## src/rtl/cpc_pkg.sv

```systemverilog
package cpc_pkg;
  typedef enum logic [1:0] {
    MODE_WHOLE   = 2'd0,
    MODE_HALF    = 2'd1,
    MODE_QUARTER = 2'd2
  } part_mode_e;

  localparam int CFG_W        = 3;
  localparam int CFG_HOLD_BIT = 0;
  localparam int CFG_TO2_BIT  = 1;
  localparam int CFG_TO4_BIT  = 2;
  localparam int IDX_W        = 2;
endpackage

```

## src/rtl/cpc_cfg_decode.sv

```systemverilog
module cpc_cfg_decode
  import cpc_pkg::*;
(
  input  logic             clk_i,
  input  logic             rst_ni,
  input  logic             we_i,
  input  logic [CFG_W-1:0] wdata_i,
  input  logic             idle_i,
  output logic             hold_o,
  output logic             err_o,
  output logic             start_o,
  output part_mode_e       start_tgt_o
);
  logic to2, to4, both, legal_we;

  assign to2      = wdata_i[CFG_TO2_BIT];
  assign to4      = wdata_i[CFG_TO4_BIT];
  assign both     = to2 & to4;
  assign legal_we = we_i & ~both;

  // split needs hold set in the same write, one target, and an idle unsplit core
  assign start_o     = legal_we & wdata_i[CFG_HOLD_BIT] & (to2 ^ to4) & idle_i;
  assign start_tgt_o = to4 ? MODE_QUARTER : MODE_HALF;

  always_ff @(posedge clk_i or negedge rst_ni) begin
    if (!rst_ni) begin
      hold_o <= 1'b0;
      err_o  <= 1'b0;
    end else begin
      if (legal_we) hold_o <= wdata_i[CFG_HOLD_BIT];
      err_o <= we_i & both;
    end
  end
endmodule

```

## src/rtl/cpc_sequencer.sv

```systemverilog
module cpc_sequencer
  import cpc_pkg::*;
#(
  parameter int NUM_THREADS = 8,
  parameter int SPLIT_DELAY = 4
) (
  input  logic                   clk_i,
  input  logic                   rst_ni,
  input  logic                   start_i,
  input  part_mode_e             start_tgt_i,
  input  logic                   hold_i,
  input  logic [NUM_THREADS-1:0] nap_i,
  output part_mode_e             mode_o,
  output logic                   idle_o
);
  localparam int CW = $clog2(SPLIT_DELAY + 1);

  part_mode_e    mode_q, tgt_q;
  logic          pend_q;
  logic [CW-1:0] cnt_q;
  logic          others_nap, auto_merge, last_tick;

  // thread 0 is excluded from the napping condition
  assign others_nap = &(nap_i | {{(NUM_THREADS-1){1'b0}}, 1'b1});
  assign auto_merge = ~hold_i & others_nap & (mode_q != MODE_WHOLE);
  assign last_tick  = pend_q & (cnt_q == CW'(1));

  always_ff @(posedge clk_i or negedge rst_ni) begin
    if (!rst_ni) begin
      mode_q <= MODE_WHOLE;
      tgt_q  <= MODE_WHOLE;
      pend_q <= 1'b0;
      cnt_q  <= '0;
    end else begin
      if (auto_merge)     mode_q <= MODE_WHOLE;
      else if (last_tick) mode_q <= tgt_q;

      if (start_i) begin
        pend_q <= 1'b1;
        cnt_q  <= CW'(SPLIT_DELAY);
        tgt_q  <= start_tgt_i;
      end else if (pend_q) begin
        cnt_q <= cnt_q - CW'(1);
        if (last_tick) pend_q <= 1'b0;
      end
    end
  end

  assign mode_o = mode_q;
  assign idle_o = (mode_q == MODE_WHOLE) & ~pend_q;
endmodule

```

## src/rtl/cpc_thread_map.sv

```systemverilog
module cpc_thread_map
  import cpc_pkg::*;
#(
  parameter int NUM_THREADS = 8
) (
  input  part_mode_e                       mode_i,
  output logic [NUM_THREADS*IDX_W-1:0]     idx_o,
  output logic [NUM_THREADS*NUM_THREADS-1:0] mask_o
);
  localparam int TPS2 = NUM_THREADS / 2;
  localparam int TPS4 = NUM_THREADS / 4;
  localparam logic [NUM_THREADS-1:0] ONES = {NUM_THREADS{1'b1}};

  for (genvar g = 0; g < NUM_THREADS; g++) begin : g_thr
    localparam int IDX2 = g / TPS2;
    localparam int IDX4 = g / TPS4;
    localparam logic [NUM_THREADS-1:0] MASK2 = (ONES >> (NUM_THREADS - TPS2)) << (IDX2 * TPS2);
    localparam logic [NUM_THREADS-1:0] MASK4 = (ONES >> (NUM_THREADS - TPS4)) << (IDX4 * TPS4);

    always_comb begin
      unique case (mode_i)
        MODE_HALF: begin
          idx_o[g*IDX_W +: IDX_W]                   = IDX_W'(IDX2);
          mask_o[g*NUM_THREADS +: NUM_THREADS]      = MASK2;
        end
        MODE_QUARTER: begin
          idx_o[g*IDX_W +: IDX_W]                   = IDX_W'(IDX4);
          mask_o[g*NUM_THREADS +: NUM_THREADS]      = MASK4;
        end
        default: begin
          idx_o[g*IDX_W +: IDX_W]                   = '0;
          mask_o[g*NUM_THREADS +: NUM_THREADS]      = ONES;
        end
      endcase
    end
  end
endmodule

```

## src/rtl/core_partition_ctrl.sv

```systemverilog
module core_partition_ctrl
  import cpc_pkg::*;
#(
  parameter int NUM_THREADS = 8,
  parameter int SPLIT_DELAY = 4
) (
  input  logic                               clk_i,
  input  logic                               rst_ni,
  input  logic                               cfg_we_i,
  input  logic [CFG_W-1:0]                   cfg_wdata_i,
  input  logic [NUM_THREADS-1:0]             nap_i,
  output logic                               hold_o,
  output logic                               split2_o,
  output logic                               split4_o,
  output logic                               err_o,
  output logic [NUM_THREADS*IDX_W-1:0]       subcore_idx_o,
  output logic [NUM_THREADS*NUM_THREADS-1:0] sibling_mask_o
);
  logic       idle, start;
  part_mode_e start_tgt, mode;

  cpc_cfg_decode u_cfg (
    .clk_i       (clk_i),
    .rst_ni      (rst_ni),
    .we_i        (cfg_we_i),
    .wdata_i     (cfg_wdata_i),
    .idle_i      (idle),
    .hold_o      (hold_o),
    .err_o       (err_o),
    .start_o     (start),
    .start_tgt_o (start_tgt)
  );

  cpc_sequencer #(
    .NUM_THREADS (NUM_THREADS),
    .SPLIT_DELAY (SPLIT_DELAY)
  ) u_seq (
    .clk_i       (clk_i),
    .rst_ni      (rst_ni),
    .start_i     (start),
    .start_tgt_i (start_tgt),
    .hold_i      (hold_o),
    .nap_i       (nap_i),
    .mode_o      (mode),
    .idle_o      (idle)
  );

  cpc_thread_map #(
    .NUM_THREADS (NUM_THREADS)
  ) u_map (
    .mode_i (mode),
    .idx_o  (subcore_idx_o),
    .mask_o (sibling_mask_o)
  );

  assign split2_o = (mode == MODE_HALF);
  assign split4_o = (mode == MODE_QUARTER);
endmodule

```

## config.mk

```make
export PLATFORM = sky130hd
export DESIGN_NAME = core_partition_ctrl
export DESIGN_NICKNAME = d
export VERILOG_FILES = /design/src/rtl/cpc_pkg.sv /design/src/rtl/cpc_cfg_decode.sv /design/src/rtl/cpc_sequencer.sv /design/src/rtl/cpc_thread_map.sv /design/src/rtl/core_partition_ctrl.sv
export SDC_FILE = /design/constraint.sdc
export NUM_CORES = 1
export LEC_CHECK = 0
export BUFFER_PORTS_ARGS = -buffer_cell sky130_fd_sc_hd__buf_2
export CORE_ASPECT_RATIO = 1.2
export CORE_MARGIN = 2
export CORE_UTILIZATION = 41
export DETAILED_ROUTE_END_ITERATION = 12
export PLACE_DENSITY_LB_ADDON = 0.15
export SYNTH_ARGS = -nofsm -noshare
export SYNTH_HDL_FRONTEND = slang
export SYNTH_SLANG_ARGS = --single-unit
```

## constraint.sdc

```tcl
create_clock -name clk_i -period 3.11 [get_ports clk_i]
set_input_delay 0.4665 -clock clk_i [delete_from_list [all_inputs] [get_ports clk_i]]
set_output_delay 0.4665 -clock clk_i [all_outputs]
set_load 0.005 [all_outputs]
```

== Word level (Yosys, flattened, before mapping) ==
Cells that the tools add are included.
Storage, ports and cells
  register bits after elaboration: 10
  bits of input ports: 14
  output and inout bits: 84
  logic and storage cells: 44
Operators by class
  $add $sub $neg: 1
  eq/ne operators: 3
  muxes and demuxes: 15
  bitwise operators: 14
  reduce and logical (&&, ||, !) cells: 5
Operator list (count)
  8-bit case mux with 2 select lines: 3
  6-bit case mux with 2 select lines: 1
  1-bit AND: 10
  2-bit case mux with 2 select lines: 2
  7-bit AND reduction: 1
  2-bit two-way mux: 3
  3-bit two-way mux: 2
  2-bit nonzero test: 3
  1-bit two-way mux: 4
  3-bit by 1-bit == test with 1-bit output, second input constant: 1
  1-bit inverter: 3
  3-bit by 1-bit subtractor with 3-bit output, second input constant: 1
  2-bit by 1-bit == test with 1-bit output, second input constant: 1
  2-bit == test, second input constant: 1
  2-bit logical NOT: 1
  1-bit bitwise XOR: 1

== Depth between registers and ports, before layout ==
Gate-level depths: netlist of the first run.
  word-level depth: 7
  gate-level depth with buffers: 5
  gate-level depth less buffers: 5

== Modules after synthesis ==
From an unflattened synthesis of the first run, not the netlist that was laid out.
Unflattened totals
  cells, all modules: 129
  area, all modules: 1162.4 um2
By module, submodules not included
  cpc_thread_map: instances 1, cells each 84, area each 623.1 um2, seq. area each 0.0 um2
  cpc_sequencer: instances 1, cells each 33, area each 405.4 um2, seq. area each 200.2 um2
  cpc_cfg_decode: instances 1, cells each 10, area each 118.9 um2, seq. area each 50.0 um2
  core_partition_ctrl: instances 1, cells each 2, area each 15.0 um2, seq. area each 0.0 um2

== Worst setup path before layout of the first run ==
OpenSTA, ideal clock, no wires.
  kind: register to output
  start point: register u_seq.mode_q[0], in the netlist u_seq.mode_o[0]
  end point: output port sibling_mask_o[12]
  arrival time: 1476 ps
  data required time: 2643 ps
  setup slack: 1168 ps
  stages on the path, launching flop included: 5
  path buffers: 1
  path through: dfrtp_1 -> inv_1 -> ha_1 -> inv_1 -> buf_4
On the way
  longest elaborated chain between the ends: 2
  elaborated cells on any way between the ends: 3
  those cells by class: eq/ne: 2; mux: 1
RTL lines
  from (decl): line cpc_sequencer.sv:18  | part_mode_e mode_q, tgt_q;
  from (signal assigned): line cpc_sequencer.sv:36  | else if (last_tick) mode_q <= tgt_q;
  2-bit == test or 2-bit by 1-bit == test with 1-bit output (tied branches)
  8-bit case mux with 2 select lines (*)
  to (decl): line core_partition_ctrl.sv:17  | output logic [NUM_THREADS*NUM_THREADS-1:0] sibling_mask_o
Mark *: on every way between the ends. The rest lies on a longest branch, timed or not.

== Worst setup path in the final report of the first run ==
  start point: register u_seq.mode_q[0], in the netlist u_seq.mode_o[0]
  end point: output port sibling_mask_o[32]
On the way
  longest elaborated chain between the ends: 2
  elaborated cells on any way between the ends: 3
  those cells by class: eq/ne: 2; mux: 1
RTL lines
  2-bit == test or 2-bit by 1-bit == test with 1-bit output (tied branches): line cpc_thread_map.sv:21  | unique case (mode_i)
  8-bit case mux with 2 select lines (*): line cpc_thread_map.sv:21
Marked as above.

==> reports/metrics.yaml, run 1 <==
status: "finished, final reports clean"
hold_buffers: 0
cts_inserted_buffers: 3
critPathArrivalTime_ps: 1690
n_antenna_cell: 0
fmax_ghz: 0.463
overflow: 0
grt_max_degree: 33
crit_path_end_kind: "output port"
fin_skew_ps: 1.86
synth_xor_area_share_pct: 0.770
vias_per_cell: 3.92
rsz0062_at_grt: "no"
cts_sinks: 10
hpwl_microns: 1320
maxCapViolCount: 0
htreeDepth: 1
syn_inst: 129
drive_gt1_share_pct: 54.4
cts_tree: "yes"
grt_pass1_vias: 506
cts_resized: 0
peakVddDrop_mv: 0.267
crit_required_ps: 2640
drc: 0
initial_core_util_pct: 44.1
ys_ff_latch: 10
die_h_microns: 61.7
vias: 714
hold_path.class: "in2async"
fillers: 278
p_leak_nw: 0.644
clockBufferDepth: 2
synth_ff_type: "dfrtp_1"
netlist_top_cells_area: "buf_4 (51%), dfrtp_1 (22%), ha_1 (7.7%), mux2i_1 (2.6%), inv_1 (2.6%)"
syn_avg_cell_area_sq_um: 8.82
portBuffers: 74
syn2layout_area_growth_pct: -6.05
relSlewSlack_pct: 62.3
grt_pass1_wl_microns: 2060
drt_wl_total_microns: 1570
postCtsSetupRepairBufs: 0
core_area_sq_um: 2580
tns_ps: 0
yosys-top-cells-count: "buf_4 (77), dfrtp_1 (10), inv_1 (8)"
netlist_area_sq_um: 1140
io_pins: 98
synth-simple-area-share_pct: 8.80
drt-initial-drc-count: 5
yosysUniqueCellTypes: 22
slew_viol_final: 0
dieArea_sq_um: 3210
post_drt_wl_per_cell_microns: 8.62
synth_top_area_share_pct: 50.8
synthMuxAreaShare_pct: 4.95
utilization_pct: 41.5
grtUsageTotal_pct: 9.00
setup_viol: 0
synthAdderAreaFrac_pct: 7.70
antenna_found_initial: 0
crit_fanout: 32
die_w_microns: 52.1
start_kind: "register"
hold_viol: 0
finalWeightedCongestion: 0.622
first_pass_iters: 4
p_per_area_nw_per_um2: 596
fin_crit_sh_pct: 69.5
synth_area_leader_cell: "buf_4"
antenna_left: 0
synth-edff-count: 0
final_area_sq_um: 1070
synth_top_family_by_area: "buffers and inverters"
fin_crit_ps: 2160
row_count: 20
tightestPinTransition_ps: 564
synth_most_common_cell: "buf_4"
place_area_sq_um: 1050
clk_pin_slew_ps: 60
yosys_warnings: 0
yosysSeqAreaShare_pct: 22.0
async_flop_share_pct: 100
root_buffer: "clkbuf_4"
num-nets-final: 172
critPathKind: "reg2out"
clk_latency_ps: 270
synth_compound_area_share_pct: 1.65
## stage by stage
stage          power, mW  hold WS, ps  std cells  worst slack, ps
6_report           0.636         44.7        182              949
5_1_grt            0.701         49.7        182              744
4_1_cts            0.651         49.1        182              888
3_5_place_dp       0.558          342        179             1190
3_3_place_gp       0.556          340        179             1230
2_1_floorplan      0.626          171        149             1170
## final cells by class
class	count	area, sq um	share of cell area (%)
timing repair buffer	74	370	34.7
multi-input combinational	54	354	33.1
sequential	10	250	23.4
tap	33	41.3	3.86
inverter	8	30.0	2.81
clock buffer	3	22.5	2.11
## worst max-delay path, cell delays in order (launching register included)
cell,delay (ps)
dfrtp_1,370
inv_1,80
ha_1,320
inv_1,440
buf_2,220
## cell usage in the layout (no fill, tap or decap)
cell | synthesis | layout
mux2_4 | 1 | 1
inv_1 | 8 | 8
dfrtp_1 | 10 | 10
conb_1 | 2 | 22
and4bb_4 | 1 | 1
clkbuf_4 | 0 | 3
nand2b_1 | 2 | 2
o22ai_1 | 1 | 1
nor2_1 | 2 | 2
and2_1 | 1 | 1
nand2_1 | 5 | 5
xor2_1 | 1 | 1
buf_2 | 0 | 74
mux2i_1 | 3 | 3
a21o_1 | 1 | 1
o21ai_0 | 1 | 1
nand3b_1 | 1 | 1
nor4_1 | 1 | 1
mux2_2 | 1 | 1
nor2b_4 | 1 | 1
nand3_1 | 1 | 1
nand4_1 | 1 | 1
ha_1 | 7 | 7
## power breakdown
group | total [mW] | switching [mW] | internal [mW]
Combinational | 0.369 | 0.186 | 0.183
Sequential | 0.180 | 0.0208 | 0.159
Clock | 0.0882 | 0.0434 | 0.0447
## cell families after synthesis
kind of cell / Yosys count
simple gates: 16
mux: 5
compound gates: 3
other cells: 2
buf+inv: 85
flops: 10
fa+ha+maj: 7
xor+xnor: 1
## worst paths after layout
check                                             from                    endpoint  slack, ps  depth (start not counted)
hold reg to reg             u_seq.tgt_q[1]$_DFFE_PN0P_  u_seq.tgt_q[1]$_DFFE_PN0P_        510                          1
max in group asynchronous                       rst_ni    u_cfg.hold_o$_DFFE_PN0P_       2880                          1
min in group clk_i                      cfg_wdata_i[2]  u_seq.tgt_q[0]$_DFFE_PN0P_        420                          2
setup reg to reg           u_seq.mode_o[0]$_DFFE_PN0P_  u_seq.tgt_q[1]$_DFFE_PN0P_       1550                          5
hold / removal                                  rst_ni      u_seq.pend_q$_DFF_PN0_         40                          1
setup / recovery           u_seq.mode_o[0]$_DFFE_PN0P_          sibling_mask_o[32]        950                          4
## registers in the layout, indices dropped and copies added, names as in the netlist
register      count
u_cfg.err_o       1
u_seq.mode_o      2
u_seq.pend_q      1
u_cfg.hold_o      1
u_seq.tgt_q       2
u_seq.cnt_q       3
## layer usage
layer  GRT usage [%]  up-vias  routed length (microns)
met1            8.66      307                      484
met2            16.6       60                      801
met5               0        -                        0
li1                -      342                        -
met3           0.718        5                      234
met4            9.02        0                       48
Power figures use the tool's default switching activity.
==> run 2: changes to the inputs <==
CORE_UTILIZATION = 35   (was 41)
clock period = 1.8 ns   (was 3.11 ns; I/O delays follow)
==> run 2 against run 1 <==
Compared with the run above:
- setup slack got worse by 800 ps
- final cell count increased by 3.8%
- core utilization decreased by 5.0 points
- total power increased by 88%
- design area increased by 5.2%
- count of clock-buffer cells in the layout increased by 1
- critical path depth increased by 1
- die area increased by 16%
- combinational power increased by 85%
- largest cell class unchanged
- global-route usage decreased by 1.7 points
- routed wire length decreased by 2.2%
- largest power group unchanged
- worst hold slack improved by 190 ps
==> reports/metrics.yaml, run 2 (synthesized netlist as in run 1, its figures left out) <==
antenna_left: 0
worst_slack_ps: 149
status: "finished, final reports clean"
place_area_sq_um: 1060
hold_path_depth: 2
vias_per_cell: 3.85
p_per_area_nw_per_um2: 1060
tns_ps: 0
hpwl_microns: 1280
dieArea_sq_um: 3720
hold_viol: 0
ff2ff_path_depth: 5
first_pass_iters: 4
post_drt_wl_per_cell_microns: 8.11
crit_required_ps: 1530
dp_slack_ps: 247
largest_reg_flops: 3
portBuffers: 74
cp_top_family: "buffers and inverters"
row_count: 22
p_leak_nw: 0.669
vias: 727
crit_fanout: 32
grt_pass1_vias: 504
peakVddDrop_mv: 0.645
crit_chain: "inv_1, ha_1, inv_2, buf_12, buf_2"
worstReg2RegStart: "u_seq.mode_o[0]$_DFFE_PN0P_"
rsz0062_at_grt: "no"
critPathKind: "reg2out"
p_total_mw: 1.20
fmax_ghz: 0.606
antenna_found_initial: 0
gr-usage-met3_pct: 1.17
maxCapViolCount: 0
drc: 0
drt-initial-drc-count: 3
slew_viol_final: 0
top_register: "u_seq.cnt_q"
mostFrequentLayoutCell: "buf_2"
mostFrequentLayoutCells: "buf_2 (74), conb_1 (22), dfrtp_1 (10), inv_1 (7), ha_1 (7)"
crit_path_top_delay_cell: "dfrtp_1"
die_h_microns: 66.4
cts_inserted_buffers: 3
final_cells: 189
die_w_microns: 56.0
met1_usage_pct: 7.08
finalWeightedCongestion: 0.668
placedCellCount: 183
num-nets-final: 175
root_buffer: "clkbuf_4"
grtUsageTotal_pct: 7.30
setup_viol: 0
drt_wl_total_microns: 1530
slowest_delay_ps: 390
grt_busiest_layer: "met2"
grt_max_degree: 33
whs_ps: 232
clockBufferDepth: 2
worst-r2r-setup-slack_ps: 270
n_antenna_cell: 0
htreeDepth: 1
fin_skew_ps: 0.580
core_area_sq_um: 3080
cp_num_buf_inv: 4
cts_tree: "yes"
crit_path_end_kind: "output port"
final_area_sq_um: 1120
syn2layout_area_growth_pct: -1.21
utilization_pct: 36.4
cts_sinks: 10
hold_path.class: "in2reg"
reg2reg_to: "u_seq.tgt_q[1]$_DFFE_PN0P_"
grtUsageMet2_pct: 13.4
grt_pass1_wl_microns: 2060
overflow: 0
hold_start: "cfg_we_i"
initial_core_util_pct: 36.9
drive_gt1_share_pct: 55.6
clk_latency_ps: 260
fin_crit_ps: 1650
holdPathEnd: "u_cfg.err_o$_DFF_PN0_"
critPathArrivalTime_ps: 1380
fin_crit_sh_pct: 91.7
io_pins: 98
start_kind: "register"
clk_pin_slew_ps: 70
-- run 2: cell types whose count changed in the layout (fill, tap and decap cells not counted), sizes merged --
| cell | before | now |
|---|---|---|
| buf | 74 | 76 |
| dlygate4sd3 | 0 | 1 |
| clkbuf | 3 | 4 |
-- run 2: worst max path at each step --
stage	start	endpoint	slack [ps]	cells after the start
floorplan	u_seq.mode_o[0]$_DFFE_PN0P_	sibling_mask_o[12]	50	4
global placement	u_seq.mode_o[0]$_DFFE_PN0P_	u_seq.tgt_q[1]$_DFFE_PN0P_	260	5
detailed placement	u_seq.mode_o[0]$_DFFE_PN0P_	u_seq.tgt_q[1]$_DFFE_PN0P_	250	5
CTS	u_seq.mode_o[0]$_DFFE_PN0P_	sibling_mask_o[34]	20	5
global route	u_seq.mode_o[1]$_DFFE_PN0P_	sibling_mask_o[6]	20	5
finish	u_seq.mode_o[1]$_DFFE_PN0P_	sibling_mask_o[30]	150	5
-- run 2: repair_timing --
action | 4_1_cts | 5_1_grt
hold endpoints to repair | 10 | 0
setup buffers | 0 | 1
resized for setup | 0 | 4
endpoints found under the setup margin | 0 | 32
hold buffers | 1 | 0
-- run 2: area by class of cell --
class                           count  area (sq um)
Inverter                            8          30.0
Sequential cell                    10           250
Tap cell                           36          45.0
Fill cell                         331          1960
Clock buffer                        4          36.3
Multi-Input combinational cell     54           354
Timing Repair Buffer               77           408
-- run 2: layer usage --
layer	routed length [microns]	vias to the layer above	share of wire [%]
met2	738	63	48
met3	247	2	16
met5	0	-	0
met4	19	0	1.2
li1	-	349	-
met1	528	313	34
-- run 2: power breakdown --
group          leakage (nW)  internal [mW]  switching [mW]  total, mW
sequential            0.114          0.274          0.0345      0.309
combinational         0.534          0.355           0.329      0.684
clock                0.0210          0.123          0.0799      0.203
total                 0.669          0.753           0.443       1.20
